==> config.mk <==
export PLATFORM = sky130hd
export DESIGN_NAME = smem_timing_seq
export DESIGN_NICKNAME = d
export VERILOG_FILES = /design/src/rtl/smt_pkg.sv /design/src/rtl/smt_cfg_select.sv /design/src/rtl/smt_beat_ctr.sv /design/src/rtl/smem_timing_seq.sv
export SDC_FILE = /design/constraint.sdc
export NUM_CORES = 1
export LEC_CHECK = 0
export ABC_CLOCK_PERIOD_IN_PS = 2570
export BUFFER_PORTS_ARGS = -buffer_cell sky130_fd_sc_hd__clkbuf_2
export CAP_MARGIN = 25
export CELL_PAD_IN_SITES_DETAIL_PLACEMENT = 1
export CELL_PAD_IN_SITES_GLOBAL_PLACEMENT = 2
export CORE_UTILIZATION = 28
export CTS_BUF_LIST = sky130_fd_sc_hd__clkbuf_4 sky130_fd_sc_hd__clkbuf_8
export DETAILED_ROUTE_END_ITERATION = 6
export GPL_ROUTABILITY_DRIVEN = 1
export HOLD_SLACK_MARGIN = 0.15
export PLACE_DENSITY = 0.88
export SYNTH_ARGS = -nofsm -noshare
export SYNTH_HDL_FRONTEND = slang
export SYNTH_SLANG_ARGS = --single-unit
==> constraint.sdc <==
create_clock -name clk -period 2.57 [get_ports clk]
set_input_delay 0.257 -clock clk [delete_from_list [all_inputs] [get_ports clk]]
set_output_delay 0.257 -clock clk [all_outputs]
set_load 0.005 [all_outputs]
==> src/rtl/smt_pkg.sv <==
package smt_pkg;

   localparam int unsigned CODE_W = 3;
   localparam int unsigned CNT_W  = 4;

   typedef enum logic [2:0] {
      ST_IDLE,
      ST_SETUP,
      ST_STROBE,
      ST_HOLD,
      ST_GAP
   } smt_state_e;

   typedef struct packed {
      logic [CNT_W-1:0]  first_wait;
      logic [CODE_W-1:0] pitch;
      logic [2:0]        len_log;
      logic [CODE_W-1:0] idle;
      logic              setup;
      logic [1:0]        hold;
   } smt_timing_t;

   // Codes 0..3 are taken as-is; codes above 3 grow in steps of three.
   function automatic logic [CNT_W-1:0] decode_wait(input logic [CODE_W-1:0] code);
      logic [CNT_W-1:0] wide;
      wide = {1'b0, code};
      if (code < 3'd4) return wide;
      return CNT_W'(3 * (wide - 4'd2));
   endfunction

   // Returns log2 of the beat count; reserved codes give a single beat.
   function automatic logic [2:0] burst_log(input logic [CODE_W-1:0] code);
      case (code)
         3'd1:    return 3'd2;
         3'd2:    return 3'd3;
         3'd3:    return 3'd4;
         3'd4:    return 3'd5;
         default: return 3'd0;
      endcase
   endfunction

endpackage

==> src/rtl/smt_cfg_select.sv <==
module smt_cfg_select
   import smt_pkg::*;
#(
   parameter int unsigned NUM_AREAS  = 7,
   parameter int unsigned AREA_W     = 3,
   parameter logic [NUM_AREAS-1:0] BURST_MASK = 7'b110_0001
) (
   input  logic [AREA_W-1:0]           area,
   input  logic [NUM_AREAS*CODE_W-1:0] cfg_wait_code,
   input  logic [NUM_AREAS*CODE_W-1:0] cfg_pitch_code,
   input  logic [NUM_AREAS*CODE_W-1:0] cfg_burst_code,
   input  logic [NUM_AREAS*CODE_W-1:0] cfg_idle,
   input  logic [NUM_AREAS-1:0]        cfg_setup,
   input  logic [NUM_AREAS*2-1:0]      cfg_hold,
   output smt_timing_t                 timing
);

   smt_timing_t per_area [NUM_AREAS];

   for (genvar g = 0; g < NUM_AREAS; g++) begin : g_area
      if (BURST_MASK[g]) begin : g_burst
         assign per_area[g] = '{
            first_wait: decode_wait(cfg_wait_code[g*CODE_W +: CODE_W]),
            pitch:      cfg_pitch_code[g*CODE_W +: CODE_W],
            len_log:    burst_log(cfg_burst_code[g*CODE_W +: CODE_W]),
            idle:       cfg_idle[g*CODE_W +: CODE_W],
            setup:      cfg_setup[g],
            hold:       cfg_hold[g*2 +: 2]
         };
      end else begin : g_single
         logic unused_burst_bits;
         assign unused_burst_bits = ^{cfg_pitch_code[g*CODE_W +: CODE_W],
                                      cfg_burst_code[g*CODE_W +: CODE_W]};
         assign per_area[g] = '{
            first_wait: decode_wait(cfg_wait_code[g*CODE_W +: CODE_W]),
            pitch:      '0,
            len_log:    '0,
            idle:       cfg_idle[g*CODE_W +: CODE_W],
            setup:      cfg_setup[g],
            hold:       cfg_hold[g*2 +: 2]
         };
      end
   end

   always_comb begin
      timing = '0;
      for (int i = 0; i < NUM_AREAS; i++) begin
         if (AREA_W'(i) == area) timing = per_area[i];
      end
   end

endmodule

==> src/rtl/smt_beat_ctr.sv <==
module smt_beat_ctr #(
   parameter int unsigned LOW_W = 5
) (
   input  logic             clk,
   input  logic             rst_n,
   input  logic             load,
   input  logic             advance,
   input  logic [LOW_W-1:0] load_low,
   input  logic [2:0]       load_log,
   output logic [LOW_W-1:0] low_addr,
   output logic             last_beat
);

   if (LOW_W < 5) begin : g_chk_low
      $error("LOW_W must cover a 32-beat window");
   end

   logic [LOW_W-1:0] idx_q, low_q, mask_q;
   logic [LOW_W:0]   one_hot;

   assign one_hot = (LOW_W+1)'(1) << load_log;

   always_ff @(posedge clk or negedge rst_n) begin
      if (!rst_n) begin
         idx_q  <= '0;
         low_q  <= '0;
         mask_q <= '0;
      end else if (load) begin
         idx_q  <= '0;
         low_q  <= load_low;
         mask_q <= LOW_W'(one_hot - 1'b1);
      end else if (advance) begin
         idx_q  <= idx_q + 1'b1;
         low_q  <= (low_q & ~mask_q) | ((low_q + 1'b1) & mask_q);
      end
   end

   assign low_addr  = low_q;
   assign last_beat = (idx_q == mask_q);

   // low bits move only when a beat completes or a new access loads
   p_low_stable_r9: assert property (@(posedge clk) disable iff (!rst_n)
      (!load && !advance) |=> $stable(low_addr));

   // bits outside the burst window survive every increment
   p_upper_kept_r9: assert property (@(posedge clk) disable iff (!rst_n)
      (advance && !load) |=> ((low_addr & ~mask_q) == $past(low_addr & ~mask_q)));

endmodule

==> src/rtl/smem_timing_seq.sv <==
module smem_timing_seq
   import smt_pkg::*;
#(
   parameter int unsigned NUM_AREAS  = 7,
   parameter int unsigned AREA_W     = 3,
   parameter int unsigned ADDR_W     = 26,
   parameter logic [NUM_AREAS-1:0] BURST_MASK = 7'b110_0001
) (
   input  logic                        clk,
   input  logic                        rst_n,
   input  logic                        start_valid,
   input  logic [AREA_W-1:0]           start_area,
   input  logic                        start_write,
   input  logic [ADDR_W-1:0]           start_addr,
   output logic                        start_ready,
   input  logic [NUM_AREAS*3-1:0]      cfg_wait_code,
   input  logic [NUM_AREAS*3-1:0]      cfg_pitch_code,
   input  logic [NUM_AREAS*3-1:0]      cfg_burst_code,
   input  logic [NUM_AREAS*3-1:0]      cfg_idle,
   input  logic [NUM_AREAS-1:0]        cfg_setup,
   input  logic [NUM_AREAS*2-1:0]      cfg_hold,
   output logic                        mem_cs,
   output logic                        mem_rd,
   output logic                        mem_wr,
   output logic [ADDR_W-1:0]           mem_addr,
   output logic                        access_done
);

   localparam int unsigned LOW_W = 5;

   if (ADDR_W <= LOW_W) begin : g_chk_addr
      $error("ADDR_W must exceed the burst window width");
   end
   if (NUM_AREAS > (1 << AREA_W)) begin : g_chk_area
      $error("AREA_W too narrow for NUM_AREAS");
   end

   smt_timing_t        timing;
   smt_state_e         state_q, state_n;
   logic [CNT_W-1:0]   cnt_q, cnt_n;
   logic [CODE_W-1:0]  pitch_q, idle_q;
   logic               setup_q, write_q;
   logic [1:0]         hold_q;
   logic [ADDR_W-1:0]  addr_q;
   logic [LOW_W-1:0]   low_addr;
   logic               last_beat, accept, beat_end, advance;

   smt_cfg_select #(
      .NUM_AREAS (NUM_AREAS),
      .AREA_W    (AREA_W),
      .BURST_MASK(BURST_MASK)
   ) u_cfg (
      .area          (start_area),
      .cfg_wait_code (cfg_wait_code),
      .cfg_pitch_code(cfg_pitch_code),
      .cfg_burst_code(cfg_burst_code),
      .cfg_idle      (cfg_idle),
      .cfg_setup     (cfg_setup),
      .cfg_hold      (cfg_hold),
      .timing        (timing)
   );

   assign accept   = (state_q == ST_IDLE) && start_valid;
   assign beat_end = ((state_q == ST_STROBE) && (cnt_q == '0) && !(write_q && (hold_q != 2'd0)))
                   || ((state_q == ST_HOLD) && (cnt_q == '0));
   assign advance  = beat_end && !last_beat;

   smt_beat_ctr #(.LOW_W(LOW_W)) u_beat (
      .clk      (clk),
      .rst_n    (rst_n),
      .load     (accept),
      .advance  (advance),
      .load_low (start_addr[LOW_W-1:0]),
      .load_log (timing.len_log),
      .low_addr (low_addr),
      .last_beat(last_beat)
   );

   always_comb begin
      state_n = state_q;
      cnt_n   = cnt_q;
      unique case (state_q)
         ST_IDLE: begin
            if (start_valid) begin
               state_n = (start_write && timing.setup) ? ST_SETUP : ST_STROBE;
               cnt_n   = timing.first_wait;
            end
         end
         ST_SETUP: state_n = ST_STROBE;
         ST_STROBE: begin
            if (cnt_q != '0) begin
               cnt_n = cnt_q - 1'b1;
            end else if (write_q && (hold_q != 2'd0)) begin
               state_n = ST_HOLD;
               cnt_n   = CNT_W'(hold_q - 2'd1);
            end
         end
         ST_HOLD: begin
            if (cnt_q != '0) cnt_n = cnt_q - 1'b1;
         end
         ST_GAP: begin
            if (cnt_q != '0) cnt_n = cnt_q - 1'b1;
            else             state_n = ST_IDLE;
         end
         default: state_n = ST_IDLE;
      endcase
      if (beat_end) begin
         if (last_beat) begin
            state_n = (idle_q != '0) ? ST_GAP : ST_IDLE;
            cnt_n   = CNT_W'(idle_q - 1'b1);
         end else begin
            state_n = (write_q && setup_q) ? ST_SETUP : ST_STROBE;
            cnt_n   = CNT_W'(pitch_q);
         end
      end
   end

   always_ff @(posedge clk or negedge rst_n) begin
      if (!rst_n) begin
         state_q <= ST_IDLE;
         cnt_q   <= '0;
         pitch_q <= '0;
         idle_q  <= '0;
         setup_q <= 1'b0;
         hold_q  <= '0;
         write_q <= 1'b0;
         addr_q  <= '0;
      end else begin
         state_q <= state_n;
         cnt_q   <= cnt_n;
         if (accept) begin
            pitch_q <= timing.pitch;
            idle_q  <= timing.idle;
            setup_q <= timing.setup;
            hold_q  <= timing.hold;
            write_q <= start_write;
            addr_q  <= start_addr;
         end
      end
   end

   assign start_ready = (state_q == ST_IDLE);
   assign mem_cs      = (state_q == ST_SETUP) || (state_q == ST_STROBE) || (state_q == ST_HOLD);
   assign mem_rd      = (state_q == ST_STROBE) && !write_q;
   assign mem_wr      = (state_q == ST_STROBE) && write_q;
   assign mem_addr    = {addr_q[ADDR_W-1:LOW_W], low_addr};
   assign access_done = beat_end && last_beat;

   p_strobe_excl_r6: assert property (@(posedge clk) disable iff (!rst_n)
      !(mem_rd && mem_wr));

   p_strobe_in_cs_r6: assert property (@(posedge clk) disable iff (!rst_n)
      (mem_rd || mem_wr) |-> mem_cs);

   p_done_pulse_r7: assert property (@(posedge clk) disable iff (!rst_n)
      access_done |=> !access_done);

   p_done_ends_cs_r7: assert property (@(posedge clk) disable iff (!rst_n)
      access_done |=> !mem_cs);

   p_ready_no_cs_r8: assert property (@(posedge clk) disable iff (!rst_n)
      start_ready |-> !mem_cs);

   p_gap_holds_r8: assert property (@(posedge clk) disable iff (!rst_n)
      (access_done && (idle_q != '0)) |=> !start_ready);

   p_setup_leads_wr_r4: assert property (@(posedge clk) disable iff (!rst_n)
      (state_q == ST_SETUP) |=> mem_wr);

   p_cfg_frozen_r10: assert property (@(posedge clk) disable iff (!rst_n)
      (mem_cs && $past(mem_cs)) |-> ($stable(pitch_q) && $stable(idle_q) &&
                                     $stable(hold_q) && $stable(setup_q) && $stable(write_q)));

endmodule

==> flow_metrics.env <==
export IMPL_status="finished clean"
export IMPL_critPathMaxStageDelay_ns=0.44
export IMPL_yosysSeqAreaShare=0.3256
export IMPL_grt_antenna_before_repair=0
export IMPL_multiInputGateArea_um2=2552
export IMPL_ant_nets=0
export IMPL_synth_distinct_cells=62
export IMPL_min_path_type="input port to flip-flop"
export IMPL_fin_area_um2=5313
export IMPL_gp_congestion=0.8547
export IMPL_cellLeakagePower_nw=2.605
export IMPL_fmax_mhz=444.9
export IMPL_grt_overflow=0
export IMPL_synthTopCellsByCount="nand2_1 (98), dfrtp_1 (53), nor2_1 (25)"
export IMPL_grt_usage=0.1768
export IMPL_yosys_area_top_type="dfrtp_1"
export IMPL_vias=4133
export IMPL_crit_fanout=11
export IMPL_regArea_um2=1326
export IMPL_clock_skew_final_ns=0.01304
export IMPL_clock_path_buffers=2
export IMPL_synth_area_per_cell_um2=8.523
export IMPL_clkTransAtPathRegs_ns=0.11
export IMPL_slew_viol_final=0
export IMPL_wl_per_cell_um=15.76
export IMPL_std_cell_rows=43
export IMPL_cts_tree="built"
export IMPL_cp_start_kind="flip-flop"
export IMPL_ir_drop_mv=0.2862
export IMPL_min_period_over_period=0.8747
export IMPL_p_seq_frac=0.363
export IMPL_fin_crit_ns=2.248
export IMPL_p_int_mw=2.426
export IMPL_cts_hold_buffers=21
export IMPL_synth_area_leaders="dfrtp_1 (33%), nand2_1 (9.0%), ha_1 (7.1%)"
export IMPL_cap_violations=0
export IMPL_setup_violations=0
export IMPL_syn_num_nets=639
export IMPL_cp_end_kind="output port"
export IMPL_antenna_cells=0
export IMPL_synth_edf_count=0
export IMPL_start_util=0.2901
export IMPL_drtIter0Drc=145
export IMPL_ys_seq_elements=53
export IMPL_synth_most_common_cell="nand2_1"
export IMPL_pwr_share_clk=0.137
export IMPL_clock_latency_ns=0.31
export IMPL_dieHeight_um=122.6
export IMPL_crit_chain="xnor2_1 -> nand3_1 -> or2_1 -> nor2_1 -> clkbuf_2"
export IMPL_combPwrFrac=0.499
export IMPL_switching_share=0.4285
export IMPL_holdWs_ns=0.1506
export IMPL_synthArstFlopShare=1.000
export IMPL_fill_cells=1728
export IMPL_slew_headroom=0.5665
export IMPL_setup_tns_final_ns=0
export IMPL_grt_pass1_vias=4448
export IMPL_slowest_stage="or2_1"
export IMPL_area_growth_synth_to_final_pct=30.41
export IMPL_postSynthCellCount=478
export IMPL_portBuffers=144
export IMPL_final_cells=817
export IMPL_rsz0062_at_grt="no"
export IMPL_utilization=0.3783
export IMPL_grt_first_pass_wirelength_um=21180
export IMPL_setup_ws_ns=0.3221
export IMPL_power_density_nw_per_um2=798.9
export IMPL_switchingPower_mw=1.819
export IMPL_dpl_cell_area_um2=4990
export IMPL_cts_resized=0
export IMPL_fin_nets=797
export IMPL_required_ns=2.31
export IMPL_cp_arrival_ns=1.99
export IMPL_cts_root_buf="clkbuf_8"
export IMPL_post_dp_hpwl_um=10230
export IMPL_dr_pass1_iters=4
export IMPL_viasPerCell=5.059
export IMPL_power_mw=4.245
export IMPL_dp_cells=788
export IMPL_post_synth_top_area_fraction=0.3256
export IMPL_finalWirelength_um=12880
export IMPL_clkSinkCount=53
export IMPL_core_area_um2=14040
export IMPL_dp_slack_ns=0.4379
export IMPL_postCtsSetupBuffers=0
export IMPL_htreeDepth=2
export IMPL_dieArea_um2=15040
export IMPL_drive_gt1_frac=0.2716
export IMPL_synth_warnings=0
export IMPL_grt_max_degree=33
export IMPL_cts_made_buffers=5
export IMPL_pin_count=169
export IMPL_final_hold_violation_count=0
export IMPL_crit_type="flip-flop to output port"
export IMPL_netlist_area_um2=4074
export IMPL_tightest_slew_ns=0.6489
export IMPL_die_w_um=122.6
export IMPL_route_detailed_drc=0
export IMPL_ys_flop_type="dfrtp_1"
cell type report:
class                   instances  share of cell area
well taps                     180             0.04239
inverters                      20             0.01413
flip-flops and latches         53              0.2496
clock inverters                 3            0.008243
repair buffers                177              0.1922
clock buffers                   5             0.01295
multi-input cells             379              0.4805
power by group through the flow:
stage | sequential, mW | clock (mW) | combinational (mW)
2_1_floorplan | 1.46 | 0 | 1.38
3_3_place_gp | 1.53 | 0 | 1.96
3_5_place_dp | 1.56 | 0 | 2.09
4_1_cts | 1.54 | 0.606 | 2.13
5_1_grt | 1.61 | 0.636 | 2.38
6_report | 1.54 | 0.583 | 2.12
registers in the layout, summed over array words and instances (netlist names), named ones only:
| signal | flops |
|---|---|
| addr_q | 21 |
| u_beat.idx_q | 5 |
| u_beat.mask_q | 5 |
| cnt_q | 4 |
| idle_q | 3 |
| pitch_q | 3 |
| state_q | 3 |
| hold_q | 2 |
| setup_q | 1 |
| u_beat.low_addr | 1 |
| write_q | 1 |
cells by family (layout without fill, tap and decap cells):
logic type	Yosys count	in the layout	share of synthesized area
muxes	24	24	0.07187
xor gates and xnor gates	38	38	0.09183
AOI/OAI and AO/OA	101	101	0.1686
adders and majority gates	23	23	0.07064
and+or+nand+nor	192	192	0.2227
DFF	53	53	0.3256
other	1	1	0.0009205
buffers and inverters	46	205	0.04791
worst max-delay path: cells and delay by family (launching register included):
kind | cells | cell delay [ns]
xor gates and xnor gates | 1 | 0.19
and+or+nand+nor | 3 | 0.93
buffers and inverters | 1 | 0.14
DFF | 1 | 0.43
placed cells by master, fill, tap and decap left out, drive strengths merged, types with 4 or more instances in the layout:
cell         Yosys  routed
nand3           12      12
nand2           98      98
xor2            12      12
o21ai           28      28
buf             13      12
inv             20      21
nand3b           5       5
ha              23      23
clkbuf          13     149
o22ai            6       6
mux2i           18      18
and2             5       5
nor2            25      25
a31oi            7       7
xnor2           23      23
mux4             4       4
o211ai          10      10
nor3            13      13
or3              7       7
or3b             4       4
nand2b           5       5
a211oi           8       8
dlygate4sd3      0      21
dfrtp           53      53
a21oi           10      10
per-layer routing:
layer | part of all wire | vias to the layer above | global-route usage | routed length [um]
met5 | 0 | - | 0 | 0
met4 | 0.015 | 0 | 0.04192 | 191
met3 | 0.038 | 16 | 0.02509 | 485
met2 | 0.51 | 96 | 0.3178 | 6562
met1 | 0.44 | 2017 | 0.2210 | 5638
li1 | - | 2004 | - | -
worst paths after layout:
kind	to	from	cells past startpoint	slack [ns]
worst max-delay path	access_done	u_beat.mask_q[1]$_DFFE_PN0P_	5	0.32
worst min-delay path	addr_q[17]$_DFFE_PN0P_	start_addr[17]	3	0.15
worst max register to register	cnt_q[3]$_DFFE_PN0P_	hold_q[1]$_DFFE_PN0P_	7	0.38
worst min register to register	addr_q[7]$_DFFE_PN0P_	addr_q[7]$_DFFE_PN0P_	2	0.49
max in group asynchronous	setup_q$_DFFE_PN0P_	rst_n	3	1.47
min in group asynchronous	addr_q[15]$_DFFE_PN0P_	rst_n	2	0.39
Power figures use the tool's default switching activity.
